===== config.mk =====
export PLATFORM = sky130hd
export DESIGN_NAME = amp_guard_ctrl
export DESIGN_NICKNAME = d
export VERILOG_FILES = /design/src/rtl/amp_guard_pkg.sv /design/src/rtl/agc_sync.sv /design/src/rtl/agc_seq.sv /design/src/rtl/agc_out.sv /design/src/rtl/amp_guard_ctrl.sv
export SDC_FILE = /design/constraint.sdc
export NUM_CORES = 1
export LEC_CHECK = 0
export ABC_AREA = 1
export BUFFER_PORTS_ARGS = -buffer_cell sky130_fd_sc_hd__buf_2
export CELL_PAD_IN_SITES_DETAIL_PLACEMENT = 1
export CELL_PAD_IN_SITES_GLOBAL_PLACEMENT = 2
export CORE_ASPECT_RATIO = 1.25
export CORE_MARGIN = 3
export CORE_UTILIZATION = 33
export DETAILED_ROUTE_END_ITERATION = 12
export GPL_TIMING_DRIVEN = 0
export HOLD_SLACK_MARGIN = 0.05
export PLACE_DENSITY_LB_ADDON = 0.1
export SLEW_MARGIN = 20
export SYNTH_ARGS = -nofsm -noshare
export SYNTH_HDL_FRONTEND = slang
export SYNTH_SLANG_ARGS = --single-unit

===== constraint.sdc =====
create_clock -name clk -period 2.2 [get_ports clk]
set_clock_uncertainty 0.1 [all_clocks]
set_input_delay 0.33 -clock clk [delete_from_list [all_inputs] [get_ports clk]]
set_output_delay 0.33 -clock clk [all_outputs]
set_load 0.02 [all_outputs]

===== src/rtl/amp_guard_pkg.sv =====
package amp_guard_pkg;
  localparam int F_PU   = 0;
  localparam int F_ENG  = 1;
  localparam int F_DIAG = 2;
  localparam int F_OCP  = 3;
  localparam int F_ILIM = 4;
  localparam int F_RAIL = 5;
  localparam int F_UV   = 6;
  localparam int F_OV   = 7;
  localparam int F_UNB  = 8;
  localparam int F_OTP  = 9;
  localparam int F_FOLD = 10;
  localparam int NFLAG  = 11;

  typedef enum logic [2:0] {
    ST_SLEEP = 3'd0,
    ST_CHECK = 3'd1,
    ST_RUN   = 3'd2,
    ST_OCW   = 3'd3,
    ST_SUPW  = 3'd4,
    ST_HOT   = 3'd5,
    ST_FAULT = 3'd6
  } guard_st_e;
endpackage


===== src/rtl/agc_sync.sv =====
module agc_sync #(
  parameter int W = 8,
  parameter int STAGES = 2,
  parameter logic [W-1:0] RST_VAL = '0
) (
  input  logic         clk,
  input  logic         rst,
  input  logic [W-1:0] d,
  output logic [W-1:0] q
);
  logic [W-1:0] chain [STAGES];

  for (genvar k = 0; k < STAGES; k++) begin : g_stage
    if (k == 0) begin : g_first
      always_ff @(posedge clk) begin
        if (rst) chain[k] <= RST_VAL;
        else     chain[k] <= d;
      end
    end else begin : g_next
      always_ff @(posedge clk) begin
        if (rst) chain[k] <= RST_VAL;
        else     chain[k] <= chain[k-1];
      end
    end
  end

  assign q = chain[STAGES-1];
endmodule


===== src/rtl/agc_seq.sv =====
module agc_seq
  import amp_guard_pkg::*;
#(
  parameter int RESTART_CYC = 1000,
  localparam int CW = $clog2(RESTART_CYC + 1)
) (
  input  logic             clk,
  input  logic             rst,
  input  logic [NFLAG-1:0] s,
  input  logic             self_mask,
  output guard_st_e        st_n,
  output logic [CW-1:0]    cnt_n
);
  localparam logic [CW-1:0] LAST = CW'(RESTART_CYC - 1);

  guard_st_e     st;
  logic [CW-1:0] cnt;
  logic          fault_req;
  logic          supply_bad;

  assign fault_req  = !s[F_DIAG] && !self_mask;
  assign supply_bad = s[F_UV] | s[F_OV] | s[F_UNB];

  always_comb begin
    st_n  = st;
    cnt_n = cnt;
    if (!s[F_PU]) begin
      st_n  = ST_SLEEP;
      cnt_n = '0;
    end else if (fault_req) begin
      st_n  = ST_FAULT;
      cnt_n = '0;
    end else if (s[F_OTP]) begin
      st_n  = ST_HOT;
      cnt_n = '0;
    end else if (supply_bad) begin
      st_n  = ST_SUPW;
      cnt_n = '0;
    end else begin
      unique case (st)
        ST_SLEEP, ST_FAULT, ST_HOT: begin
          st_n  = ST_CHECK;
          cnt_n = '0;
        end
        ST_SUPW, ST_OCW: begin
          if (cnt == LAST) begin
            st_n  = ST_CHECK;
            cnt_n = '0;
          end else begin
            cnt_n = cnt + 1'b1;
          end
        end
        ST_CHECK: st_n = s[F_RAIL] ? ST_CHECK : ST_RUN;
        ST_RUN: begin
          if (s[F_OCP]) begin
            st_n  = ST_OCW;
            cnt_n = '0;
          end
        end
        default: begin
          st_n  = ST_SLEEP;
          cnt_n = '0;
        end
      endcase
    end
  end

  always_ff @(posedge clk) begin
    if (rst) begin
      st  <= ST_SLEEP;
      cnt <= '0;
    end else begin
      st  <= st_n;
      cnt <= cnt_n;
    end
  end

  assert_cnt_bound_R4: assert property (@(posedge clk) disable iff (rst)
    cnt <= LAST);

  assert_rail_hold_R3: assert property (@(posedge clk) disable iff (rst)
    (st == ST_CHECK && s[F_RAIL]) |=> (st != ST_RUN));

  assert_timer_hold_R4: assert property (@(posedge clk) disable iff (rst)
    (st == ST_OCW && cnt != LAST) |=> (st != ST_RUN));
endmodule


===== src/rtl/agc_out.sv =====
module agc_out
  import amp_guard_pkg::*;
#(
  parameter int DIAG_CYC = 500,
  parameter int CW = 10,
  parameter int SYNC_STAGES = 2
) (
  input  logic             clk,
  input  logic             rst,
  input  logic [NFLAG-1:0] s,
  input  guard_st_e        st_n,
  input  logic [CW-1:0]    cnt_n,
  output logic             self_mask,
  output logic             stage_en_o,
  output logic             input_en_o,
  output logic             idle50_o,
  output logic             limit_o,
  output logic             gain_red_o,
  output logic             diag_n_o
);
  localparam logic [CW-1:0] DIAG_L = CW'(DIAG_CYC);

  logic [SYNC_STAGES-1:0] low_hist;
  logic                   run_n;
  logic                   diag_low_n;

  assign run_n      = (st_n == ST_RUN);
  assign diag_low_n = (st_n == ST_HOT) || (st_n == ST_SUPW) ||
                      (st_n == ST_CHECK && s[F_RAIL]) ||
                      (st_n == ST_OCW && cnt_n < DIAG_L);

  always_ff @(posedge clk) begin
    if (rst) begin
      stage_en_o <= 1'b0;
      input_en_o <= 1'b0;
      idle50_o   <= 1'b0;
      limit_o    <= 1'b0;
      gain_red_o <= 1'b0;
      diag_n_o   <= 1'b1;
      low_hist   <= '0;
    end else begin
      stage_en_o <= run_n;
      input_en_o <= run_n && s[F_ENG];
      idle50_o   <= run_n && !s[F_ENG];
      limit_o    <= run_n && s[F_ILIM];
      gain_red_o <= s[F_PU] && s[F_FOLD];
      diag_n_o   <= !diag_low_n;
      low_hist   <= {low_hist[SYNC_STAGES-2:0], !diag_n_o};
    end
  end

  assign self_mask = !diag_n_o || (|low_hist);

  assert_sleep_R1: assert property (@(posedge clk) disable iff (rst)
    !s[F_PU] |=> (!stage_en_o && diag_n_o && !gain_red_o));

  assert_mute_R2: assert property (@(posedge clk) disable iff (rst)
    stage_en_o |-> $onehot({input_en_o, idle50_o}));

  assert_oc_off_R4: assert property (@(posedge clk) disable iff (rst)
    (stage_en_o && s[F_OCP]) |=> !stage_en_o);

  assert_supply_off_R8: assert property (@(posedge clk) disable iff (rst)
    (s[F_UV] || s[F_OV] || s[F_UNB]) |=> !stage_en_o);

  assert_hot_off_R9: assert property (@(posedge clk) disable iff (rst)
    s[F_OTP] |=> !stage_en_o);

  assert_limit_run_R7: assert property (@(posedge clk) disable iff (rst)
    limit_o |-> stage_en_o);
endmodule


===== src/rtl/amp_guard_ctrl.sv =====
module amp_guard_ctrl
  import amp_guard_pkg::*;
#(
  parameter int RESTART_CYC = 10_000_000,
  parameter int DIAG_CYC    = 5_000_000,
  parameter int SYNC_STAGES = 2
) (
  input  logic clk,
  input  logic rst,
  input  logic pwr_up_i,
  input  logic engage_i,
  input  logic diag_line_i,
  input  logic ocp_trip_i,
  input  logic ilim_i,
  input  logic rail_short_i,
  input  logic uv_i,
  input  logic ov_i,
  input  logic unbal_i,
  input  logic otp_i,
  input  logic fold_i,
  output logic stage_en_o,
  output logic input_en_o,
  output logic idle50_o,
  output logic limit_o,
  output logic gain_red_o,
  output logic diag_n_o
);
  localparam int CW = $clog2(RESTART_CYC + 1);
  localparam logic [NFLAG-1:0] SYNC_RST = NFLAG'(1) << F_DIAG;

  logic [NFLAG-1:0] raw;
  logic [NFLAG-1:0] s;
  guard_st_e        st_n;
  logic [CW-1:0]    cnt_n;
  logic             self_mask;

  always_comb begin
    raw         = '0;
    raw[F_PU]   = pwr_up_i;
    raw[F_ENG]  = engage_i;
    raw[F_DIAG] = diag_line_i;
    raw[F_OCP]  = ocp_trip_i;
    raw[F_ILIM] = ilim_i;
    raw[F_RAIL] = rail_short_i;
    raw[F_UV]   = uv_i;
    raw[F_OV]   = ov_i;
    raw[F_UNB]  = unbal_i;
    raw[F_OTP]  = otp_i;
    raw[F_FOLD] = fold_i;
  end

  agc_sync #(.W(NFLAG), .STAGES(SYNC_STAGES), .RST_VAL(SYNC_RST)) u_sync (
    .clk(clk), .rst(rst), .d(raw), .q(s)
  );

  agc_seq #(.RESTART_CYC(RESTART_CYC)) u_seq (
    .clk(clk), .rst(rst), .s(s), .self_mask(self_mask),
    .st_n(st_n), .cnt_n(cnt_n)
  );

  agc_out #(.DIAG_CYC(DIAG_CYC), .CW(CW), .SYNC_STAGES(SYNC_STAGES)) u_out (
    .clk(clk), .rst(rst), .s(s), .st_n(st_n), .cnt_n(cnt_n),
    .self_mask(self_mask),
    .stage_en_o(stage_en_o), .input_en_o(input_en_o), .idle50_o(idle50_o),
    .limit_o(limit_o), .gain_red_o(gain_red_o), .diag_n_o(diag_n_o)
  );

  assert_fold_quiet_R9: assert property (@(posedge clk) disable iff (rst)
    (s[F_FOLD] && stage_en_o && !s[F_OCP] && !s[F_OTP] && !s[F_UV] &&
     !s[F_OV] && !s[F_UNB] && s[F_PU] && s[F_DIAG]) |=> diag_n_o);
endmodule


==> summary.md, run 1 <==
| Metric | Value |
|---|---|
| Status | `completed` |
| Starting DRT DRC Count | `127` |
| Row count | `38` |
| Final Hold Fails | `0` |
| Hold Startpoint | `unbal_i` |
| Via density | `4.678` |
| Warnings, synthesis | `0` |
| Cells taking the most area after synthesis | `dfxtp_1 38%, nand2_1 17%, nor2_1 12%, inv_1 8.6%, nand3_1 5.6%` |
| Int Pwr | `0.001638 W` |
| Psw | `0.0005448 W` |
| Worst hold endpoint | `u_sync.chain[0][8]` |
| CTS max path bufs | `2` |
| Largest stage delay, worst path | `0.38 ns` |
| Worst Reg-to-Reg Cells | `18` |
| IO Port Bufs | `18` |
| Drt drc | `0` |
| Chip height | `112.1 um` |
| Peak supply drop | `around 420 uV` |
| I/O pins | `19` |
| RR Endpoint | `u_out.diag_n_o` |
| CTS tree | `yes` |
| Root Buffer | `clkbuf_8` |
| Sink Count | `57` |
| Fin crit period | `2.171 ns` |
| Die W | `~90 um` |
| Slew Limit Fails | `0` |
| H-tree Lvls | `3` |
| Part of the power in registers | `0.484` |
| Initial antenna violation count | `0` |
| Initial core utilization | `0.3400` |
| Core ar. | `about 0.0087 mm^2` |
| Post-synth EDFFs | `0` |
| Mapped Nets | `491` |
| Type of origin of the critical path | `flop` |
| Clk pwr share | `0.470` |
| Commonest non-fill, non-tap cells in the layout | `124 x nand2_1, 81 x nor2_1, 67 x inv_1` |
| Layout cell share with drive strength beyond 1 | `0.2438` |
| Gr ovfl total | `0` |
| Die area | `roughly 0.01 mm^2` |
| Kind of critical path | `flop to flop` |
| Total GRT Usage | `0.1924` |
| CP Capture Type | `flop` |
| Final core utilization | `0.4299` |
| CP cell instances | `ha_4 -> inv_4 -> nor2_4 -> nand2_2 -> nor2_2 -> nand2_2 -> nand2_4 -> inv_8 -> nand2_4 -> nand2_4 -> nand2_2 -> nand2_1 -> nor2_1 -> nand3_1 -> nor2_1 -> nand3_1 -> nand2_1 -> nand2_2` |
| Asr flop ratio synth | `0` |
| Via Count | `3017` |
| Drt pass-1 iters | `4` |
| Routed WL | `about 9400 um` |
| Power density over cell area | `580.3 mW/mm^2` |
| Post-synth top area cell | `dfxtp_1` |
| R2r setup slk | `0.03 ns` |
| Antenna cells | `0` |
| Yosys top cell area share | `0.3837` |
| CP max FO | `4` |
| #FFs+latches synth | `57` |
| Syn_area_per_cell | `6.235 um^2` |
| Post-route ant nets | `0` |
| RSZ-0062 raised after global routing | `true` |
| Largest net degree at the start of global routing | `12` |
| Layout Area Growth over Synthesis | `26.46%` |
| Power share of the combinational group | `0.046` |
| CTS Buf Count | `9` |
| Net Sw Frac | `0.2496` |
| Placed Cells incl. Taps | `615` |
| Worst path slowest cell | `dfxtp_4` |
| Worst relative slew slack | `0.5441` |
| Post-DP HPWL | `just over 7000 um` |
| FMAX | `460.7 MHz` |
| Number of stages on the worst hold path | `3` |
| Arrival time worst endpoint | `around 2.3 ns` |
| Pleak | `1.517 nW` |
| Non-filler cells, final | `645` |
| Syn Inst Count | `477` |
| Top_reg_cell synth | `dfxtp_1` |
| Cell area after synthesis | `0.002974 mm^2` |
| Worst-Margin Slew | `just under 0.7 ns` |
| GP Congestion | `approximately 0.84` |
| Setup violators final | `0` |
| Clock transition at path regs | `0.07 ns` |
| Worst skew pair latency | `0.36 ns` |
| Most frequent CP cell | `nand2_2` |
| Critical Path RT | `approximately 2.3 ns` |
| Vias in the first global route | `3067` |
| Count of cell types in the netlist | `36` |
| Nets | `534` |
| Fin crit share | `0.9867` |
| Commonest non-fill, non-tap cell in the layout | `nand2_1` |
| Max-cap violation count | `0` |
| First-pass GRT wire length | `14900 um` |
| DR WL/cell | `14.61 um` |
| RR Startpoint | `u_seq.cnt[0]` |
| Post-synthesis sequential area ratio | `0.3837` |
| Hold/Removal Path Class | `input pin to flop` |
-- cell usage after synthesis, drive strengths merged, types with 2 or more instances --
master,number
nand4,2
o21ai,20
or2,2
a31oi,2
buf,5
nand2,141
xnor2,3
o21bai,3
inv,71
o211ai,2
nand3,33
a21oi,12
clkbuf,3
a211oi,2
clkinv,2
nor2,106
nor3,3
dfxtp,57
xor2,2
-- flip-flops by register name, indices dropped and copies added, names as in the netlist --
| name | count |
|---|---|
| u_seq.cnt | 24 |
| u_out.stage_en_o | 1 |
| u_out.input_en_o | 1 |
| u_out.low_hist | 2 |
| u_out.limit_o | 1 |
| u_out.idle50_o | 1 |
| u_out.diag_n_o | 1 |
| u_sync.chain | 22 |
| u_seq.st | 3 |
| u_out.gain_red_o | 1 |
-- kinds of logic (layout without fill, tap and decap cells) --
group,Yosys count,after routing,share of synthesized area
adder cells (fa/ha/maj),1,1,0.004206
flip-flops,57,57,0.3837
AO/OA/AOI/OAI,43,43,0.08035
buffers and inverters,81,129,0.1073
AND/OR/NAND/NOR,290,290,0.4072
XOR/XNOR,5,5,0.01725
-- stage by stage --
stage          setup TNS [ns]  hold slack [ns]  power [W]  setup WS (ns)  instance area, um^2
6_report                    0          0.07588   0.002182        0.02917                 3761
5_1_grt               -0.1115          0.07725   0.002273        -0.1115                 3761
4_1_cts                     0          0.06716   0.002210       0.001379                 3545
3_5_place_dp          -0.5960           0.2962   0.001177        -0.3549                 3214
3_3_place_gp          -0.8770           0.2889   0.001173        -0.3407                 3214
2_1_floorplan               0           0.2883   0.001139         0.2528                 2974
-- metal layers --
| layer | global-route usage | share of wire |
|---|---|---|
| met5 | 0 | 0 |
| met3 | 0.02346 | 0.020 |
| met1 | 0.2020 | 0.41 |
| met2 | 0.3676 | 0.53 |
| met4 | 0.1056 | 0.043 |
-- area by class of cell --
| cell class | instances | area, um^2 |
|---|---|---|
| Buffer | 8 | 48.80 |
| Clock inverter | 6 | 67.56 |
| Clock buffer | 10 | 137.6 |
| Tap cell | 120 | 150.1 |
| Fill cell | 1193 | 4987 |
| Inverter | 73 | 287.8 |
| Sequential cell | 57 | 1175 |
| Timing Repair Buffer | 32 | 205.2 |
| Multi-Input combinational cell | 339 | 1689 |
-- worst max-delay path by stage --
stage,cells after the start,endpoint,from,slack [ns]
finish,18,u_out.diag_n_o,u_seq.cnt[0],0.03
global route,16,u_out.diag_n_o,u_seq.cnt[0],-0.11
CTS,16,u_out.diag_n_o,u_seq.cnt[21],0.001
detailed placement,13,u_out.diag_n_o,u_seq.cnt[0],-0.35
global placement,13,u_out.diag_n_o,u_seq.cnt[0],-0.34
floorplan,18,u_out.diag_n_o,u_seq.cnt[0],0.25
-- power groups by stage --
stage               logic (W)  clock network [W]  registers [W]
floorplan           0.0000567                  0        0.00108
global placement    0.0000904                  0        0.00108
detailed placement  0.0000927                  0        0.00108
CTS                 0.0000987            0.00105        0.00106
global route         0.000114            0.00110        0.00106
finish               0.000100            0.00103        0.00106
-- worst max-delay path: cells and delay by family, from the launching register on --
kind / cells / cell delay [ns]
buf+inv: 2 / 0.10
flops: 1 / 0.38
simple gates: 15 / 1.31
fa+ha+maj: 1 / 0.16
-- timing repair --
item / in CTS / in global routing
setup buffers: 4 / 9
cloned: 0 / 0
endpoints found under the hold margin: 1 / 0
pin swaps: 6 / 24
hold buffers: 1 / 0
gates resized for setup: 31 / 50
setup endpoints to repair: 10 / 4
Note: power is estimated with default switching activity, not from simulation.
==> run 2: changes to the inputs <==
Settings changed: ABC_AREA 1 to unset, CORE_UTILIZATION 33 to 37.
==> run 2 against run 1 <==
  * Largest cell class unchanged
  * Largest power group is now the clock network
  * Sequential power about the same
  * The flow now finishes with violations (negative setup slack)
  * Global-route usage up 1.1 points
  * Non-clock buffer count up 20
  * Cell area down 2.2%
  * Clock-buffer cell count unchanged
  * Sequential cell count unchanged
  * Routed wire length down 9.0%
==> summary.md, run 2 <==
| Metric | Value |
|---|---|
| FMAX | `353.4 MHz` |
| GP Congestion | `about 0.86` |
| Warnings, synthesis | `0` |
| Int Pwr | `0.001769 W` |
| Drt drc | `0` |
| Crit path max-delay family | `simple AND/OR/NAND/NOR gates` |
| Post-route setup TNS | `-5.523 ns` |
| Hold_buf cts | `0` |
| Part of the power in registers | `0.458` |
| CP cell instances | `nand4_1 -> or4_1 -> or2_1 -> nor3_4 -> a21oi_2 -> o31a_1 -> o21ba_1 -> nor2_1` |
| Psw | `0.0005377 W` |
| Starting DRT DRC Count | `127` |
| Nets | `approximately 400` |
| Net Sw Frac | `0.2331` |
| Slew Limit Fails | `0` |
| Total GRT Usage | `0.2037` |
| Type of origin of the critical path | `flop` |
| Setup violators final | `22` |
| Post-synth EDFFs | `0` |
| Syn Inst Count | `about 320` |
| Initial antenna violation count | `0` |
| Peak supply drop | `388.1 uV` |
| Regs by FF count | `u_seq.cnt x24, u_sync.chain x22, u_seq.st x3` |
| Commonest non-fill, non-tap cell in the layout | `dfxtp_1` |
| Asr flop ratio synth | `0` |
| RR Startpoint | `u_seq.cnt[13]` |
| Placed Cells incl. Taps | `431` |
| Arrival time worst endpoint | `2.99 ns` |
| Clk pwr share | `0.494` |
| First-pass GRT wire length | `13410 um` |
| Max-cap violation count | `0` |
| Die area | `approximately 0.0085 mm^2` |
| Post-DP HPWL | `5785 um` |
| Sink Count | `57` |
| CP Launch Point | `u_seq.cnt[13]` |
| Yosys top cell area share | `0.4130` |
| Routed WL | `8572 um` |
| IO Port Bufs | `18` |
| CP Capture Type | `flop` |
| I/O pins | `19` |
| #FFs+latches synth | `57` |
| R2r setup slk | `-0.63 ns` |
| DR WL/cell | `18.24 um` |
| RR Endpoint | `u_out.diag_n_o` |
| Top_reg_cell synth | `dfxtp_1` |
| Gr ovfl total | `0` |
| Via Count | `2605` |
| CTS max path bufs | `2` |
| Syn_area_per_cell | `8.553 um^2` |
| Most common cell in the synthesized netlist | `dfxtp_1` |
| CP max FO | `7` |
| Hold/Removal Path Class | `input pin to flop` |
| Clock transition at path regs | `around 0.070 ns` |
| Vias in the first global route | `2644` |
| Root Buffer | `clkbuf_8` |
| Count of cell types in the netlist | `64` |
| Final instance area | `0.003677 mm^2` |
| Largest Register | `u_seq.cnt` |
| Cell area after synthesis | `0.002763 mm^2` |
| Final Hold Fails | `0` |
| Worst Reg-to-Reg Cells | `8` |
| Cells taking the most area after synthesis | `dfxtp_1 41%, nor2b_1 5.9%, nor2_1 5.8%, nand2_1 3.1%, nand4_1 2.5%` |
| Worst relative slew slack | `0.6020` |
| Chip height | `approximately 100 um` |
| Post-route ant nets | `0` |
| Kind of critical path | `flop to flop` |
| Violated checks | `negative setup slack` |
| RSZ-0062 raised after global routing | `true` |
| H-tree Lvls | `3` |
| Non-filler cells, final | `470` |
| Critical path depth | `8` |
| Post-synth top area cell | `dfxtp_1` |
| Status | `finished, violations left` |
| Row count | `34` |
| Antenna cells | `0` |
| Max FFs per register | `24` |
| Final Power | `0.002307 W` |
| Worst path slowest cell | `or4_1` |
| Largest stage delay, worst path | `0.63 ns` |
| Fin crit share | `1.286` |
| List of most frequent post-synthesis cells | `57 x dfxtp_1, 43 x nor2_1, 26 x nor2b_1` |
| Initial core utilization | `0.3889` |
| Layout cell share with drive strength beyond 1 | `0.3447` |
| Worst path bufs/invs | `0` |
| Fin crit period | `2.829 ns` |
| Hold Startpoint | `diag_line_i` |
| Drt pass-1 iters | `4` |
| Power density over cell area | `around 630 mW/mm^2` |
| Worst skew pair latency | `0.35 ns` |
| Largest net degree at the start of global routing | `12` |
| Post-DP Area | `between 0.002 and 0.003 mm^2` |
| Pleak | `1.315 nW` |
| Critical Path RT | `2.36 ns` |
| CTS Buf Count | `9` |
| Via density | `between 5 and 6` |
| Critical path destination | `u_out.diag_n_o` |
| CTS tree | `yes` |
| Die W | `between 80 and 90 um` |
| Core ar. | `~0.0071 mm^2` |
| Final worst setup slack | `-0.6293 ns` |
| Worst-Margin Slew | `0.5921 ns` |
| Power share of the combinational group | `0.049` |
| Layout Area Growth over Synthesis | `33.11%` |
| Mapped Nets | `337` |
| Post-synthesis sequential area ratio | `0.4130` |
| Commonest non-fill, non-tap cells in the layout | `47 x dfxtp_1, 40 x nor2_1, 26 x nor2b_1` |
==> run 2: cell types whose count changed after synthesis, sizes merged, moves of 5 or more <==
cell	before	now
nor3	3	10
nor2	106	44
nand3	33	9
nor4	1	6
nand4	2	11
inv	71	7
nand2	141	23
o21ai	20	10
a311oi	0	5
nand2b	0	5
clkbuf	3	10
nor2b	0	26
==> run 2: stage by stage <==
step	hold slack, ns	util	setup slack [ns]
floorplan	0.2833	-	-0.2595
global placement	0.2888	0.4174	-0.7054
detailed placement	0.2996	0.4174	-0.7658
CTS	0.05228	0.4863	-0.6111
global route	0.06684	0.5176	-0.7037
finish	0.06926	0.5176	-0.6293
==> run 2: cell families after synthesis <==
| family | after synthesis | synth area share |
|---|---|---|
| AOI/OAI and AO/OA | 65 | 0.1775 |
| DFF | 57 | 0.4130 |
| adders and majority gates | 1 | 0.004528 |
| and+or+nand+nor | 166 | 0.3297 |
| xor gates and xnor gates | 8 | 0.02536 |
| buffers and inverters | 26 | 0.04982 |
==> run 2: cell type report <==
| cell class | count | area (um^2) |
|---|---|---|
| fillers | 826 | 3427 |
| well taps | 90 | 112.6 |
| clock inverters | 6 | 90.09 |
| repair buffers | 45 | 319.1 |
| multi-input cells | 240 | 1723 |
| inverters | 7 | 26.28 |
| clock buffers | 10 | 137.6 |
| flip-flops and latches | 57 | 1164 |
| plain buffers | 15 | 105.1 |
==> run 2: timing repair <==
action                     CTS  global route
gates resized for setup     43            41
pin swaps                   15            24
buffers inserted            14            16
setup endpoints to repair   28            27
==> run 2: layer usage <==
| layer | wire length (um) | track usage | vias to the layer above | part of all wire |
|---|---|---|---|---|
| met2 | 4520 | 0.3741 | 37 | 0.53 |
| met4 | 182 | 0.08931 | 0 | 0.021 |
| met1 | 3631 | 0.2281 | 1284 | 0.42 |
| met5 | 0 | 0 | - | 0 |
| li1 | - | - | 1273 | - |
| met3 | 238 | 0.04476 | 11 | 0.028 |
==> run 2: power by group through the flow <==
stage	combinational [W]	clock [W]	sequential [W]
finish	0.000112	0.00114	0.00106
global route	0.000124	0.00122	0.00106
CTS	0.000105	0.00117	0.00106
detailed placement	0.0000960	0	0.00108
global placement	0.0000940	0	0.00108
floorplan	0.0000630	0	0.00108
==> run 2: worst min-delay path by stage <==
stage / to / cells past startpoint
floorplan: u_out.idle50_o / 1
global placement: u_out.idle50_o / 1
detailed placement: u_sync.chain[1][2] / 1
CTS: u_sync.chain[0][2] / 2
global route: u_sync.chain[0][2] / 2
finish: u_sync.chain[0][2] / 2
==> run 3: changes to the inputs <==
Settings changed: REMOVE_ABC_BUFFERS set to 1.
==> run 3 against run 2 <==
  * The flow still finishes with violations (negative setup slack)
  * Routed wire length is 2.3% lower
  * Largest power group is now registers
  * Maximum frequency is 6.4% higher
  * First-iteration DRC count is 3.9% higher
  * Cell count is 2.1% lower
  * Hold slack better by 0.014 ns
  * Die area stayed put
  * Via count is 0.77% higher
  * Sequential power hardly changed
  * Critical path depth stayed put
==> summary.md, run 3 (synthesis gave the netlist of run 2 again) <==
| Metric | Value |
|---|---|
| Status | `finished, violations left` |
| Violated checks | `negative setup slack` |
| Starting DRT DRC Count | `132` |
| Final Hold Fails | `0` |
| Max FFs per register | `24` |
| Gr ovfl total | `0` |
| Arrival time worst endpoint | `2.79 ns` |
| Kind of critical path | `flop to flop` |
| Slew Limit Fails | `0` |
| Setup WS pre-CTS | `-1.154 ns` |
| Post-route ant nets | `0` |
| Worst relative slew slack | `0.4052` |
| Layout Area Growth over Synthesis | `32.88%` |
| Nets | `379` |
| Pleak | `about 1.3 nW` |
| Row count | `34` |
| GP Congestion | `approximately 0.77` |
| Commonest non-fill, non-tap cell in the layout | `dfxtp_1` |
| Final core utilization | `0.5167` |
| Total GRT Usage | `0.2006` |
| Worst-Margin Slew | `0.8913 ns` |
| CTS Buf Count | `9` |
| Worst skew pair latency | `0.33 ns` |
| Chip height | `102.6 um` |
| Commonest non-fill, non-tap cells in the layout | `43 x dfxtp_1, 42 x nor2_1, 26 x nor2b_1` |
| Antenna cells | `0` |
| Die W | `83.29 um` |
| Hold/Removal Path Class | `input pin to flop` |
| Peak supply drop | `423.3 uV` |
| IO Port Bufs | `18` |
| CTS tree | `yes` |
| First-pass GRT wire length | `13660 um` |
| RSZ-0062 raised after global routing | `true` |
| DR WL/cell | `18.21 um` |
| Initial antenna violation count | `0` |
| Post-DP HPWL | `5087 um` |
| Initial core utilization | `0.3889` |
| Crit path max-delay family | `simple AND/OR/NAND/NOR gates` |
| Critical Path RT | `2.33 ns` |
| Power density over cell area | `slightly below 600 mW/mm^2` |
| Clock transition at path regs | `0.07 ns` |
| H-tree Lvls | `3` |
| Worst path slowest cell | `or4b_1` |
| Regs by FF count | `u_seq.cnt x24, u_sync.chain x22, u_seq.st x3` |
| Largest Register | `u_seq.cnt` |
| Fin crit period | `~2.7 ns` |
| Die area | `0.008546 mm^2` |
| Vias in the first global route | `2663` |
| Worst path bufs/invs | `0` |
| Layout cell share with drive strength beyond 1 | `0.3703` |
| Type of origin of the critical path | `flop` |
| CTS max path bufs | `2` |
| Sink Count | `57` |
| Largest net degree at the start of global routing | `32` |
| Hold_buf cts | `0` |
| CP cell instances | `or4b_1 -> or4_4 -> o21ai_4 -> o21ai_0 -> nand3_1 -> o311ai_2 -> a211oi_2 -> nor2_1` |
| Setup violators final | `21` |
| FMAX | `376.1 MHz` |
| Root Buffer | `clkbuf_8` |
| Drt pass-1 iters | `4` |
| Largest stage delay, worst path | `0.52 ns` |
| CP max FO | `5` |
| Final worst setup slack | `-0.4586 ns` |
| Core ar. | `0.007104 mm^2` |
| Via density | `5.707` |
| CP Capture Type | `flop` |
| Routed WL | `8376 um` |
| I/O pins | `19` |
| Via Count | `2625` |
| Fin crit share | `1.208` |
| Drt drc | `0` |
| Max-cap violation count | `0` |
[run 3: cell types whose count changed in the layout (fill, tap and decap cells not counted), moves of 3 or more]
cell / previous run / this run
dfxtp_1: 47 / 43
clkbuf_4: 3 / 0
nor3_2: 0 / 4
clkbuf_1: 4 / 0
dfxtp_4: 4 / 7
[run 3: stage by stage]
step                instances  setup TNS (ns)  cell area, um^2  total power [W]  hold WS (ns)
floorplan                 304          -4.238             2651         0.001136        0.2833
global placement          412          -14.70             2854         0.001169        0.2889
detailed placement        412          -15.37             2856         0.001172        0.2967
CTS                       451          -2.151             3492         0.002206       0.06229
global route              460          -5.455             3671         0.002262       0.06977
finish                    460          -3.360             3671         0.002173       0.08336
[run 3: final cells by class]
cell class,instances,area [um^2]
fill,836,3433
timing repair buffer,48,354.1
inverter,7,26.28
clock buffer,11,151.4
multi-input combinational,242,1797
sequential,57,1176
clock inverter,5,53.80
tap,90,112.6
[run 3: report_power, final]
part	switching, W	internal [W]
Combinational	0.0000589	0.0000506
Clock	0.000429	0.000581
Sequential	0.00000866	0.00105
[run 3: per-layer routing]
layer	vias to the layer above	wire length, um	share of wire	GRT usage
li1	1255	-	-	-
met4	0	186	0.022	0.07044
met5	-	0	0	0
met2	50	4437	0.53	0.3667
met1	1304	3460	0.41	0.2383
met3	16	292	0.035	0.03517
[run 3: path summary, 6_finish.rpt]
check | startpoint | to | slack, ns | depth (start not counted)
max reg2reg | u_seq.cnt[7] | u_out.diag_n_o | -0.46 | 8
max | u_seq.cnt[7] | u_out.diag_n_o | -0.46 | 8
min | diag_line_i | u_sync.chain[0][2] | 0.08 | 2
min reg2reg | u_sync.chain[1][1] | u_out.idle50_o | 0.30 | 1
[run 3: timing repair]
action / in CTS / in global routing
resized for setup: 60 / 26
pin swaps: 27 / 9
gates cloned: 2 / 0
setup endpoints to repair: 29 / 28
setup buffers: 21 / 10
